`config.mk`:
```
export PLATFORM = sky130hd
export DESIGN_NAME = ows_search
export DESIGN_NICKNAME = d
export VERILOG_FILES = /design/src/rtl/ows_pkg.sv /design/src/rtl/ows_pick.sv /design/src/rtl/ows_track.sv /design/src/rtl/ows_seq.sv /design/src/rtl/ows_search.sv
export SDC_FILE = /design/constraint.sdc
export NUM_CORES = 1
export LEC_CHECK = 0
export ABC_AREA = 1
export CAP_MARGIN = 20
export CORE_ASPECT_RATIO = 0.5
export CORE_MARGIN = 2
export CORE_UTILIZATION = 45
export CTS_CLUSTER_SIZE = 14
export DETAILED_ROUTE_END_ITERATION = 16
export GPL_TIMING_DRIVEN = 0
export PLACE_DENSITY_LB_ADDON = 0.08
export SYNTH_ARGS = -nofsm -noshare
export SYNTH_HDL_FRONTEND = slang
export SYNTH_HIERARCHICAL = 1
export SYNTH_SLANG_ARGS = --single-unit
```
`constraint.sdc`:
```
create_clock -name clk -period 6.7 [get_ports clk]
set_clock_uncertainty 0.15 [all_clocks]
set_input_delay 0.67 -clock clk [delete_from_list [all_inputs] [get_ports clk]]
set_output_delay 0.67 -clock clk [all_outputs]
set_load 0.01 [all_outputs]
```
`src/rtl/ows_pkg.sv`:
```
package ows_pkg;

    typedef enum logic [1:0] {
        OP_RESET = 2'd0,
        OP_WRITE = 2'd1,
        OP_READ  = 2'd2
    } bl_op_e;

    typedef enum logic [2:0] {
        S_IDLE,
        S_RST,
        S_CMD,
        S_RDT,
        S_RDC,
        S_WR
    } seq_st_e;

    // Branch decision for one identifier bit
    typedef struct packed {
        logic dir;   // bit to write
        logic zero;  // 0 taken at a two-way branch
    } pick_t;

    localparam logic [7:0] SEARCH_CMD = 8'hF0;

endpackage

```
`src/rtl/ows_pick.sv`:
```
module ows_pick
    import ows_pkg::*;
#(
    parameter int PW = 7
) (
    input  logic          t_bit,
    input  logic          c_bit,
    input  logic          prev_bit,
    input  logic [PW-1:0] pos,
    input  logic [PW-1:0] last_disc,
    output pick_t         res
);

    always_comb begin
        res.dir  = t_bit;
        res.zero = 1'b0;
        if (!t_bit && !c_bit) begin
            if (pos < last_disc)
                res.dir = prev_bit;
            else if (pos == last_disc)
                res.dir = 1'b1;
            else
                res.dir = 1'b0;
            res.zero = !res.dir;
        end
    end

endmodule

```
`src/rtl/ows_track.sv`:
```
module ows_track
    import ows_pkg::*;
#(
    parameter int ID_W = 64,
    parameter int IW   = 6,
    parameter int PW   = 7
) (
    input  logic            clk,
    input  logic            rst,
    input  logic            clear,
    input  logic            begin_pass,
    input  logic            bit_we,
    input  logic            commit,
    input  logic [IW-1:0]   idx,
    input  logic [PW-1:0]   pos,
    input  pick_t           pk,
    output logic [ID_W-1:0] id_q,
    output logic [PW-1:0]   ld_q,
    output logic            last_found,
    output logic            prev_bit
);

    logic [ID_W-1:0] work, work_n;
    logic [PW-1:0]   lz, lz_n;

    always_comb begin
        work_n      = work;
        work_n[idx] = pk.dir;
        lz_n        = pk.zero ? pos : lz;
        prev_bit    = id_q[idx];
    end

    always_ff @(posedge clk) begin
        if (rst) begin
            work       <= '0;
            id_q       <= '0;
            ld_q       <= '0;
            lz         <= '0;
            last_found <= 1'b0;
        end else begin
            if (clear) begin
                ld_q       <= '0;
                last_found <= 1'b0;
            end
            if (begin_pass)
                lz <= '0;
            if (bit_we) begin
                work <= work_n;
                lz   <= lz_n;
                if (commit) begin
                    id_q       <= work_n;
                    ld_q       <= lz_n;
                    last_found <= (lz_n == '0);
                end
            end
        end
    end

endmodule

```
`src/rtl/ows_seq.sv`:
```
module ows_seq
    import ows_pkg::*;
#(
    parameter int ID_W = 64,
    parameter int IW   = 6
) (
    input  logic          clk,
    input  logic          rst,
    input  logic          start,
    input  logic          bl_ack,
    input  logic          bl_rbit,
    input  logic          dir,
    output logic          bl_req,
    output logic [1:0]    bl_op,
    output logic          bl_wbit,
    output logic          busy,
    output logic          pass_done,
    output logic          err,
    output logic          rd_t,
    output logic          rd_c,
    output logic [IW-1:0] idx,
    output logic          pass_begin,
    output logic          bit_we,
    output logic          commit
);

    seq_st_e       st;
    logic          issued;
    logic [IW-1:0] cnt;
    logic          fin, last_bit;

    always_comb begin
        busy       = (st != S_IDLE);
        bl_req     = busy && !issued;
        fin        = issued && bl_ack;
        last_bit   = (cnt == IW'(ID_W - 1));
        idx        = cnt;
        pass_begin = (st == S_IDLE) && start;
        bit_we     = fin && (st == S_WR);
        commit     = bit_we && last_bit;
        bl_wbit    = (st == S_CMD) ? SEARCH_CMD[cnt[2:0]] : dir;
        case (st)
            S_RST:        bl_op = OP_RESET;
            S_CMD, S_WR:  bl_op = OP_WRITE;
            default:      bl_op = OP_READ;
        endcase
    end

    always_ff @(posedge clk) begin
        if (rst) begin
            st        <= S_IDLE;
            issued    <= 1'b0;
            cnt       <= '0;
            rd_t      <= 1'b0;
            rd_c      <= 1'b0;
            err       <= 1'b0;
            pass_done <= 1'b0;
        end else begin
            pass_done <= 1'b0;
            if (st == S_IDLE) begin
                if (start) begin
                    st     <= S_RST;
                    err    <= 1'b0;
                    issued <= 1'b0;
                end
            end else begin
                if (fin)
                    issued <= 1'b0;
                else if (bl_req)
                    issued <= 1'b1;
                if (fin) begin
                    case (st)
                        S_RST: begin
                            if (!bl_rbit) begin
                                err       <= 1'b1;
                                pass_done <= 1'b1;
                                st        <= S_IDLE;
                            end else begin
                                st  <= S_CMD;
                                cnt <= '0;
                            end
                        end
                        S_CMD: begin
                            if (cnt == IW'(7)) begin
                                st  <= S_RDT;
                                cnt <= '0;
                            end else begin
                                cnt <= cnt + 1'b1;
                            end
                        end
                        S_RDT: begin
                            rd_t <= bl_rbit;
                            st   <= S_RDC;
                        end
                        S_RDC: begin
                            if (rd_t && bl_rbit) begin
                                err       <= 1'b1;
                                pass_done <= 1'b1;
                                st        <= S_IDLE;
                            end else begin
                                rd_c <= bl_rbit;
                                st   <= S_WR;
                            end
                        end
                        S_WR: begin
                            if (last_bit) begin
                                pass_done <= 1'b1;
                                st        <= S_IDLE;
                            end else begin
                                cnt <= cnt + 1'b1;
                                st  <= S_RDT;
                            end
                        end
                        default: st <= S_IDLE;
                    endcase
                end
            end
        end
    end

endmodule

```
`src/rtl/ows_search.sv`:
```
module ows_search
    import ows_pkg::*;
#(
    parameter int ID_W = 64
) (
    input  logic            clk,
    input  logic            rst,
    input  logic            start,
    input  logic            fresh,
    output logic            bl_req,
    output logic [1:0]      bl_op,
    output logic            bl_wbit,
    input  logic            bl_ack,
    input  logic            bl_rbit,
    output logic            busy,
    output logic            pass_done,
    output logic            err,
    output logic            last_found,
    output logic [ID_W-1:0] id_out
);

    localparam int IW = $clog2(ID_W);
    localparam int PW = $clog2(ID_W + 1);

    logic          rd_t, rd_c, pass_begin, bit_we, commit, prev_bit, clear;
    logic [IW-1:0] idx;
    logic [PW-1:0] pos, ld_q;
    pick_t         pk;

    assign pos   = PW'(idx) + PW'(1);
    assign clear = start && fresh && !busy;

    ows_seq #(.ID_W(ID_W), .IW(IW)) u_seq (
        .clk(clk), .rst(rst), .start(start),
        .bl_ack(bl_ack), .bl_rbit(bl_rbit), .dir(pk.dir),
        .bl_req(bl_req), .bl_op(bl_op), .bl_wbit(bl_wbit),
        .busy(busy), .pass_done(pass_done), .err(err),
        .rd_t(rd_t), .rd_c(rd_c), .idx(idx),
        .pass_begin(pass_begin), .bit_we(bit_we), .commit(commit)
    );

    ows_pick #(.PW(PW)) u_pick (
        .t_bit(rd_t), .c_bit(rd_c), .prev_bit(prev_bit),
        .pos(pos), .last_disc(ld_q), .res(pk)
    );

    ows_track #(.ID_W(ID_W), .IW(IW), .PW(PW)) u_track (
        .clk(clk), .rst(rst), .clear(clear), .begin_pass(pass_begin),
        .bit_we(bit_we), .commit(commit), .idx(idx), .pos(pos), .pk(pk),
        .id_q(id_out), .ld_q(ld_q), .last_found(last_found),
        .prev_bit(prev_bit)
    );

endmodule

```
# Yosys cells after proc, flatten, opt, wreduce, memory -nomap -nowiden
# Memories as Yosys holds them, arrays and structs flattened. A register that Yosys moved wholly into a read port is not among the register bits.
# Cells that the tools add are included.
# word_totals
inputBits	6
ff_bits	157
wordCells	116
mem_bits_ro	8
ramBits	0
latch_bits	0
n_memories	1
# memory_table
name	depth	word_bits	read_ports	rd_clocked_by_memory_dff	write_ports	line	source
(name not given)	8	1	1	1	0	ows_seq.sv:41	bl_wbit = (st == S_CMD) ? SEARCH_CMD[cnt[2:0]] : dir;
# op_classes
eq_ne	14
n_div	0
shift	0
n_bitwise	3
n_mul	0
n_addsub	2
n_reduce_logical	32
n_mux	48
n_lt_le_gt_ge	4
# op_table
cell	count
$bwmux 64	1
$mux 7	6
$mux 1	21
$mux 3	7
$mux 6	3
$pmux 6 s3	1
$pmux 3 s5	1
$reduce_bool 3->1	4
$logic_and 1x1->1	10
$reduce_and 5->1	2
$add 6x1->7 const B	1
$eq 7x7->1	1
$logic_not 7->1	1
$lt 6x7->1 const B	1
$lt 7x7->1	1
$add 6x1->6 const B	1
$bmux 1 s6	1
$demux 1 s6	1
$eq 3x2->1 const B	2
$eq 3x3->1 const B	2
$eq 6x3->1 const B	1
$eq 6x6->1 const B	1
$ge 6x1->1 const B	1
$mux 2	3
other kinds (18)	29

# Depth between registers and ports, before layout
# Gate-level depths: netlist of the first run.
# depth
depth_word	11
mapped_depth	23
depth_no_buf	20

# Cells and area by module
# The synthesis of the first run kept the hierarchy.
# modules_own_cells
module	instances	area_per_inst_um2	seq_area_each_um2	cells_each
ows_track	1	7347.0	2862.7	1164
ows_seq	1	920.9	300.3	141
ows_pick	1	240.2	0.0	41
ows_search	1	108.9	0.0	20

# Worst setup path before layout of the first run
# No wires, ideal clock.
# synth_timing
path_kind	register to register
startpoint	register u_seq.cnt[1], in the netlist u_seq/idx[1]
endpoint	register u_track.last_found
setup_time_ns	0.071
arrival_ns	2.727
required_time_ns	6.479
stages_incl_launch_ff	15
period_less_slack_ns	2.948
path_buffers	1
slack_ns	3.752
cell_sequence	dfxtp_1 -> ha_1 -> nand3_1 -> nor3_1 -> ha_1 -> nand2_2 -> inv_1 -> a21oi_2 -> nand3_1 -> a21oi_2 -> buf_2 -> mux2_2 -> nor2_1 -> nand3_1 -> a21oi_1
# synth_rtl
element	line	source
start, declared	ows_seq.sv:29	logic [IW-1:0] cnt;
start signal, assigned	ows_seq.sv:88	cnt <= cnt + 1'b1;
start signal, assigned	ows_seq.sv:110	cnt <= cnt + 1'b1;
end signal, assigned	ows_track.sv:53	last_found <= (lz_n == '0);
end, declared	ows_track.sv:19	output logic last_found,

==> flow_summary_export.csv, run 1 <==
group,metric,value,unit
logic_synthesis,ys_warn_count,6,
clocking,cts.clk_slew.worst_paths,0.07,ns
timing,setup_slack,1.86,ns
clocking,post_cts_buffers,0,
floorplan,initial_utilization,46.4,%
drt,drc,0,
logic_synthesis,synth_edf_count,0,
drt,drtPass1Iterations,5,
floorplan,core_area,18600,um2
worst_setup_path,r2r_cells,18,
worst_setup_path,cp.arrival,4.02,ns
logic_synthesis,syn-num-nets,1381,
pwr,power.clock.fraction,42.5,%
clocking,clk_path_buf_depth,2,
timing,slew_violations,0,
final_layout,utilization,55.4,%
logic_synthesis,synth_commonest_cells,"317 x nand2_1, 215 x inv_1, 202 x nor2_1",
final_layout,nNetsFinal,1477,
floorplan,die_y,102,um
logic_synthesis,syn_inst,1366,
run,drv_cap,0,
place,dpl.hpwl,19000,um
timing,tightestPinTransition,0.884,ns
logic_synthesis,yosysTopAreaCell,"dfxtp_1",
logic_synthesis,async_flop_share,0,%
logic_synthesis,synth_cell_type_count,36,
floorplan,die_area,20300,um2
clocking,cts_sinks,158,
place,dp_worst_setup_slack,2.29,ns
pwr,total_power,2300,uW
worst_setup_path,cp-end-kind,"output port",
timing,hold_viol,0,
clocking,clkLatencyLatePin,0.43,ns
worst_setup_path,rrSetupSlack,2.03,ns
pwr,p_int,1640,uW
worst_setup_path,path_delay_family,"simple AND/OR/NAND/NOR gates",
clocking,root_buffer,"clkbuf_16",
logic_synthesis,ys_ff_latch,158,
timing,fin_tns_setup,0,ns
timing,slew_headroom,41.1,%
final_layout,num_antenna_cells,0,
drt,drtAntennaViolNets,0,
global_routing,grt_overflow_total,0,
clocking,postCtsHoldBufs,0,
pwr,vdd_drop_max,0.180,mV
logic_synthesis,post_synth.cell_area_avg,6.31,um2
worst_setup_path,cp_cell_sequence,"buf_4, buf_2, nand2_1, nand3_1, nand2_1, o21ai_0, nand2_1, nor2_1, nand2_1, inv_1, nand3_1, nand3_1, nand2_1, nand2_1, nand2_1, clkdlybuf4s50_1",
global_routing,antenna_found_initial,0,
logic_synthesis,synth_top_area_share,36.7,%
pwr,p_switching,654,uW
drt,vias,8895,
worst_setup_path,cp-start-kind,"flip-flop",
timing,setup_viol,0,
worst_setup_path,crit_path_top_delay_cell,"dfxtp_1",
logic_synthesis,yosys.cell_count.top_type,"nand2_1",
clocking,cts_tree,"yes",
min_path,min_delay_path_depth,2,
run_status,status,"finished, final reports clean",
timing,min_period,4.84,ns
global_routing,grt_pass1_vias,8011,
place,post_dp_cell_area,9710,um2
worst_setup_path,crit_path_frequent_cell,"nand2_1",
worst_setup_path,critPathBufInv,4,
pwr,combPwrFrac,14.6,%
logic_synthesis,synth.top_cells.by_area,"dfxtp_1 37%, nand2_1 14%, inv_1 9.4%",
clocking,h-tree-depth,4,
pwr,p_per_area,223,nW/um2
floorplan,row_count,35,
drt,routed_wl,26800,um
floorplan,die_width,200,um
logic_synthesis,synth_area,8620,um2
place,portBuffers,77,
timing,finalCritPeriodShare,72.3,%
worst_setup_path,worstPathMaxFanout,12,
global_routing,grt_max_degree,17,
floorplan,pin_count,78,
drt,vias_per_cell,5.13,
logic_synthesis,ys_seq_area_share,36.7,%
min_path,hp-class,"flip-flop to flip-flop",
worst_setup_path,critPathKind,"flip-flop to output port",
place,gp_congestion,0.866,
drt,drt_iter0_drc,853,
final_layout,final_area,10300,um2
global_routing,grt_pass1_wl,42100,um
worst_setup_path,crit_cells,16,
pwr,pwr-share-seq,42.9,%
timing,rsz0062_at_grt,"no",
clocking,cts_buffers,17,
pwr,swShare,28.5,%
final_layout,syn_to_final_growth,19.4,%
logic_synthesis,synthFlopType,"dfxtp_1",
worst_setup_path,cp.required,5.88,ns
timing,max_freq,207,MHz
worst_setup_path,slowest_delay,0.59,ns
pwr,leakagePower,0.00502,uW
final_layout,drive_gt1_share,7.86,%
drt,routedWlPerCell,15.5,um
global_routing,track_usage,27.0,%
clocking,cts_resized,0,
## cell type report
cell class | count | area, um2
multi-input combinational | 911 | 4260
tap | 259 | 324
sequential | 158 | 3160
buffer | 64 | 308
timing repair buffer | 77 | 771
fill | 1856 | 8280
clock buffer | 23 | 468
clock inverter | 9 | 110
inverter | 233 | 885
## power by group through the flow
| stage | combinational [uW] | sequential, uW | clock, uW |
|---|---|---|---|
| 3_3_place_gp | 326 | 1000 | 0 |
| 6_report | 334 | 985 | 977 |
| 3_5_place_dp | 331 | 1010 | 0 |
| 2_1_floorplan | 222 | 1000 | 0 |
| 4_1_cts | 333 | 985 | 993 |
| 5_1_grt | 369 | 988 | 1030 |
## metal layers
layer / up-vias / track usage [%] / routed length (um)
li1: 4422 / - / -
met1: 4105 / 37.9 / 12500
met2: 334 / 41.9 / 11500
met3: 34 / 5.78 / 2420
met4: 0 / 8.15 / 382
met5: - / 0 / 0
## final timing paths
path                                                start                       endpoint
worst max-delay path            u_seq/idx[0]$_SDFFE_PP0P_                        bl_wbit
worst min-delay path               u_seq/err$_SDFFE_PP0P_         u_seq/err$_SDFFE_PP0P_
worst max register to register  u_seq/idx[0]$_SDFFE_PP0P_  u_track/id_q[37]$_SDFFE_PP0P_
worst min register to register     u_seq/err$_SDFFE_PP0P_         u_seq/err$_SDFFE_PP0P_
## cells by family after synthesis
group / synth area share [%]
DFF: 36.7
buffers and inverters: 13.8
adders and majority gates: 1.31
xor gates and xnor gates: 0.305
AOI/OAI and AO/OA: 17.4
and+or+nand+nor: 30.1
muxes: 0.392
## worst min-delay path: stages, from the launching register on
cell and delay [ns]:
dfxtp_1 0.31, inv_1 0.05, a21oi_1 0.05
## sequential cells by signal, indices dropped and copies added, names as in the netlist, named ones only
register,flops
u_seq/err,1
u_seq/idx,6
u_seq/issued,1
u_seq/pass_done,1
u_seq/rd_c,1
u_seq/rd_t,1
u_seq/st,3
u_track/id_q,64
u_track/last_found,1
u_track/ld_q,7
u_track/lz,7
u_track/work,64
## layout by cell type (no fill, tap or decap), types with 4 or more instances in the layout
cell	count
a21oi_1	72
nand2_2	9
ha_1	9
nor2_1	202
o21ai_1	58
nor3_1	4
inv_2	14
nand4_1	5
dfxtp_1	158
nor2_4	7
o211ai_1	5
nand2_1	317
inv_1	215
o21ai_0	153
nor2_8	6
buf_1	4
nand2_4	4
clkdlybuf4s50_1	77
clkbuf_16	17
clkbuf_1	36
buf_4	8
nor2_2	5
nand3_1	36
buf_2	18
## metrics by stage
step / instances / hold slack [ns]
2_1_floorplan: 1366 / 0.292
3_3_place_gp: 1702 / 0.291
3_5_place_dp: 1702 / 0.302
4_1_cts: 1734 / 0.312
5_1_grt: 1734 / 0.334
6_report: 1734 / 0.303
No activity file was read; power rests on OpenSTA's default activity.
==> run 2: changes to the inputs <==
==> constraint.sdc (replaced) <==
create_clock -name clk -period 3.9 [get_ports clk]
set_clock_uncertainty 0.15 [all_clocks]
set_input_delay 0.39 -clock clk [delete_from_list [all_inputs] [get_ports clk]]
set_output_delay 0.39 -clock clk [all_outputs]
set_load 0.01 [all_outputs]
==> flow_summary_export.csv, run 2 (synthesis gave the netlist of run 1 again) <==
group,metric,value,unit
run_status,status,"finished, final reports clean",
floorplan,row_count,35,
timing,setup_viol,0,
place,portBuffers,77,
drt,vias,8958,
worst_setup_path,cp-end-kind,"output port",
timing,max_freq,259,MHz
worst_setup_path,r2r_cells,18,
min_path,hp-class,"flip-flop to flip-flop",
clocking,root_buffer,"clkbuf_16",
clocking,h-tree-depth,4,
timing,hold_viol,0,
worst_setup_path,cp-start-kind,"flip-flop",
timing,hold_slack,0.303,ns
min_path,min_delay_path_depth,2,
min_path,worstHoldStart,"u_seq/err$_SDFFE_PP0P_",
min_path,hold_end,"u_seq/err$_SDFFE_PP0P_",
drt,routed_wl,27200,um
floorplan,die_area,20300,um2
drt,routedWlPerCell,15.6,um
clocking,clkLatencyLatePin,0.43,ns
drt,drt_iter0_drc,847,
global_routing,grt_overflow_total,0,
timing,slew_headroom,38.3,%
global_routing,track_usage,27.1,%
pwr,vdd_drop_max,0.317,mV
place,gp_congestion,0.866,
final_layout,final_common_cell,"nand2_1",
final_layout,utilization,56.3,%
timing,slew_violations,0,
worst_setup_path,reg2reg_to,"u_track/work[57]$_SDFFE_PP0P_",
global_routing,grt_max_degree,17,
final_layout,syn_to_final_growth,21.4,%
final_layout,n_fill_cell,1841,
drt,drtPass1Iterations,6,
clocking,clk_path_buf_depth,2,
final_layout,nNetsFinal,1481,
drt,drc,0,
worst_setup_path,rrSetupSlack,0.11,ns
final_layout,drive_gt1_share,9.13,%
clocking,cts_buffers,17,
final_layout,num_antenna_cells,0,
clocking,postCtsHoldBufs,0,
floorplan,die_y,102,um
floorplan,core_area,18600,um2
place,dpl.hpwl,19000,um
timing,tightestPinTransition,0.926,ns
worst_setup_path,critPathKind,"flip-flop to output port",
timing,min_period,3.86,ns
worst_setup_path,cp.required,3.36,ns
pwr,leakagePower,0.00507,uW
run,drv_cap,0,
drt,vias_per_cell,5.15,
worst_setup_path,worstPathMaxFanout,12,
final_layout,final_cell_mix,"316 x nand2_1, 215 x inv_1, 202 x nor2_1",
global_routing,antenna_found_initial,0,
worst_setup_path,timing.rr.start,"u_seq/idx[0]$_SDFFE_PP0P_",
global_routing,grt_pass1_vias,8031,
timing,finalCritPeriodShare,98.9,%
pwr,p_per_area,377,nW/um2
drt,drtAntennaViolNets,0,
floorplan,die_width,200,um
global_routing,grt_pass1_wl,42100,um
clocking,cts.clk_slew.worst_paths,0.07,ns
floorplan,pin_count,78,
clocking,cts_sinks,158,
clocking,cts_tree,"yes",
floorplan,initial_utilization,46.4,%
worst_setup_path,cp.arrival,3.32,ns
final_layout,reg_top3,"u_track/id_q (64), u_track/work (64)",
-- run 2: worst max-delay path by stage --
stage | end | cells after the start | slack, ns | startpoint
after global placement | u_track/id_q[37]$_SDFFE_PP0P_ | 18 | -0.45 | u_seq/idx[0]$_SDFFE_PP0P_
after detailed placement | u_track/id_q[37]$_SDFFE_PP0P_ | 18 | -0.51 | u_seq/idx[0]$_SDFFE_PP0P_
after floorplan | u_track/last_found$_SDFF_PP0_ | 14 | 0.95 | u_seq/idx[1]$_SDFFE_PP0P_
final | bl_wbit | 16 | 0.04 | u_seq/idx[0]$_SDFFE_PP0P_
after global routing | u_track/work[21]$_SDFFE_PP0P_ | 18 | -0.08 | u_seq/idx[0]$_SDFFE_PP0P_
after CTS | bl_wbit | 17 | 0.0006 | u_seq/idx[0]$_SDFFE_PP0P_
-- run 2: what timing repair did --
action,CTS,global route
setup endpoints to repair,101,101
pin swaps,0,4
buffers inserted,0,4
gates resized for setup,17,22
-- run 2: routing by layer --
layer  track usage [%]  wire [um]
met1              37.9      12700
met2              42.0      11700
met3              5.81       2300
met4              8.15        452
met5                 0          0
-- run 2: report_power, final --
part	switching, uW	internal (uW)
logic	390	191
registers	40.0	1650
clock network	694	979
-- run 2: per-stage QoR --
step | std cells | cell area (um2) | TNS [ns] | worst slack, ns | power [uW]
5_1_grt | 1738 | 10500 | -0.556 | -0.0804 | 4110
3_5_place_dp | 1702 | 9710 | -32.02 | -0.510 | 2300
4_1_cts | 1734 | 10300 | 0 | 0.000605 | 3970
6_report | 1738 | 10500 | 0 | 0.0435 | 3940
2_1_floorplan | 1366 | 8620 | 0 | 0.952 | 2100
3_3_place_gp | 1702 | 9710 | -23.65 | -0.452 | 2290
-- run 2: worst max-delay path, cell delays in order (launching register included) --
cell and delay (ns):
dfxtp_4 0.43, buf_8 0.20, buf_4 0.21, nand2_1 0.10, o211ai_1 0.15, nand2_1 0.14
o21ai_1 0.26, nand2_1 0.09, nor2_1 0.10, nand2_1 0.12, inv_1 0.10, nand3_1 0.13
nand3_2 0.12, nand2_4 0.10, nand2_1 0.10, nand2_1 0.06, clkdlybuf4s50_1 0.47
-- run 2: cell type report --
| type | count | area [um2] | share of cell area, % |
|---|---|---|---|
| inverter | 233 | 887 | 8.48 |
| sequential | 158 | 3180 | 30.4 |
| buffer | 64 | 340 | 3.25 |
| tap | 259 | 324 | 3.10 |
| clock inverter | 9 | 110 | 1.05 |
| clock buffer | 23 | 468 | 4.47 |
| timing repair buffer | 81 | 813 | 7.78 |
| multi-input combinational | 911 | 4340 | 41.5 |
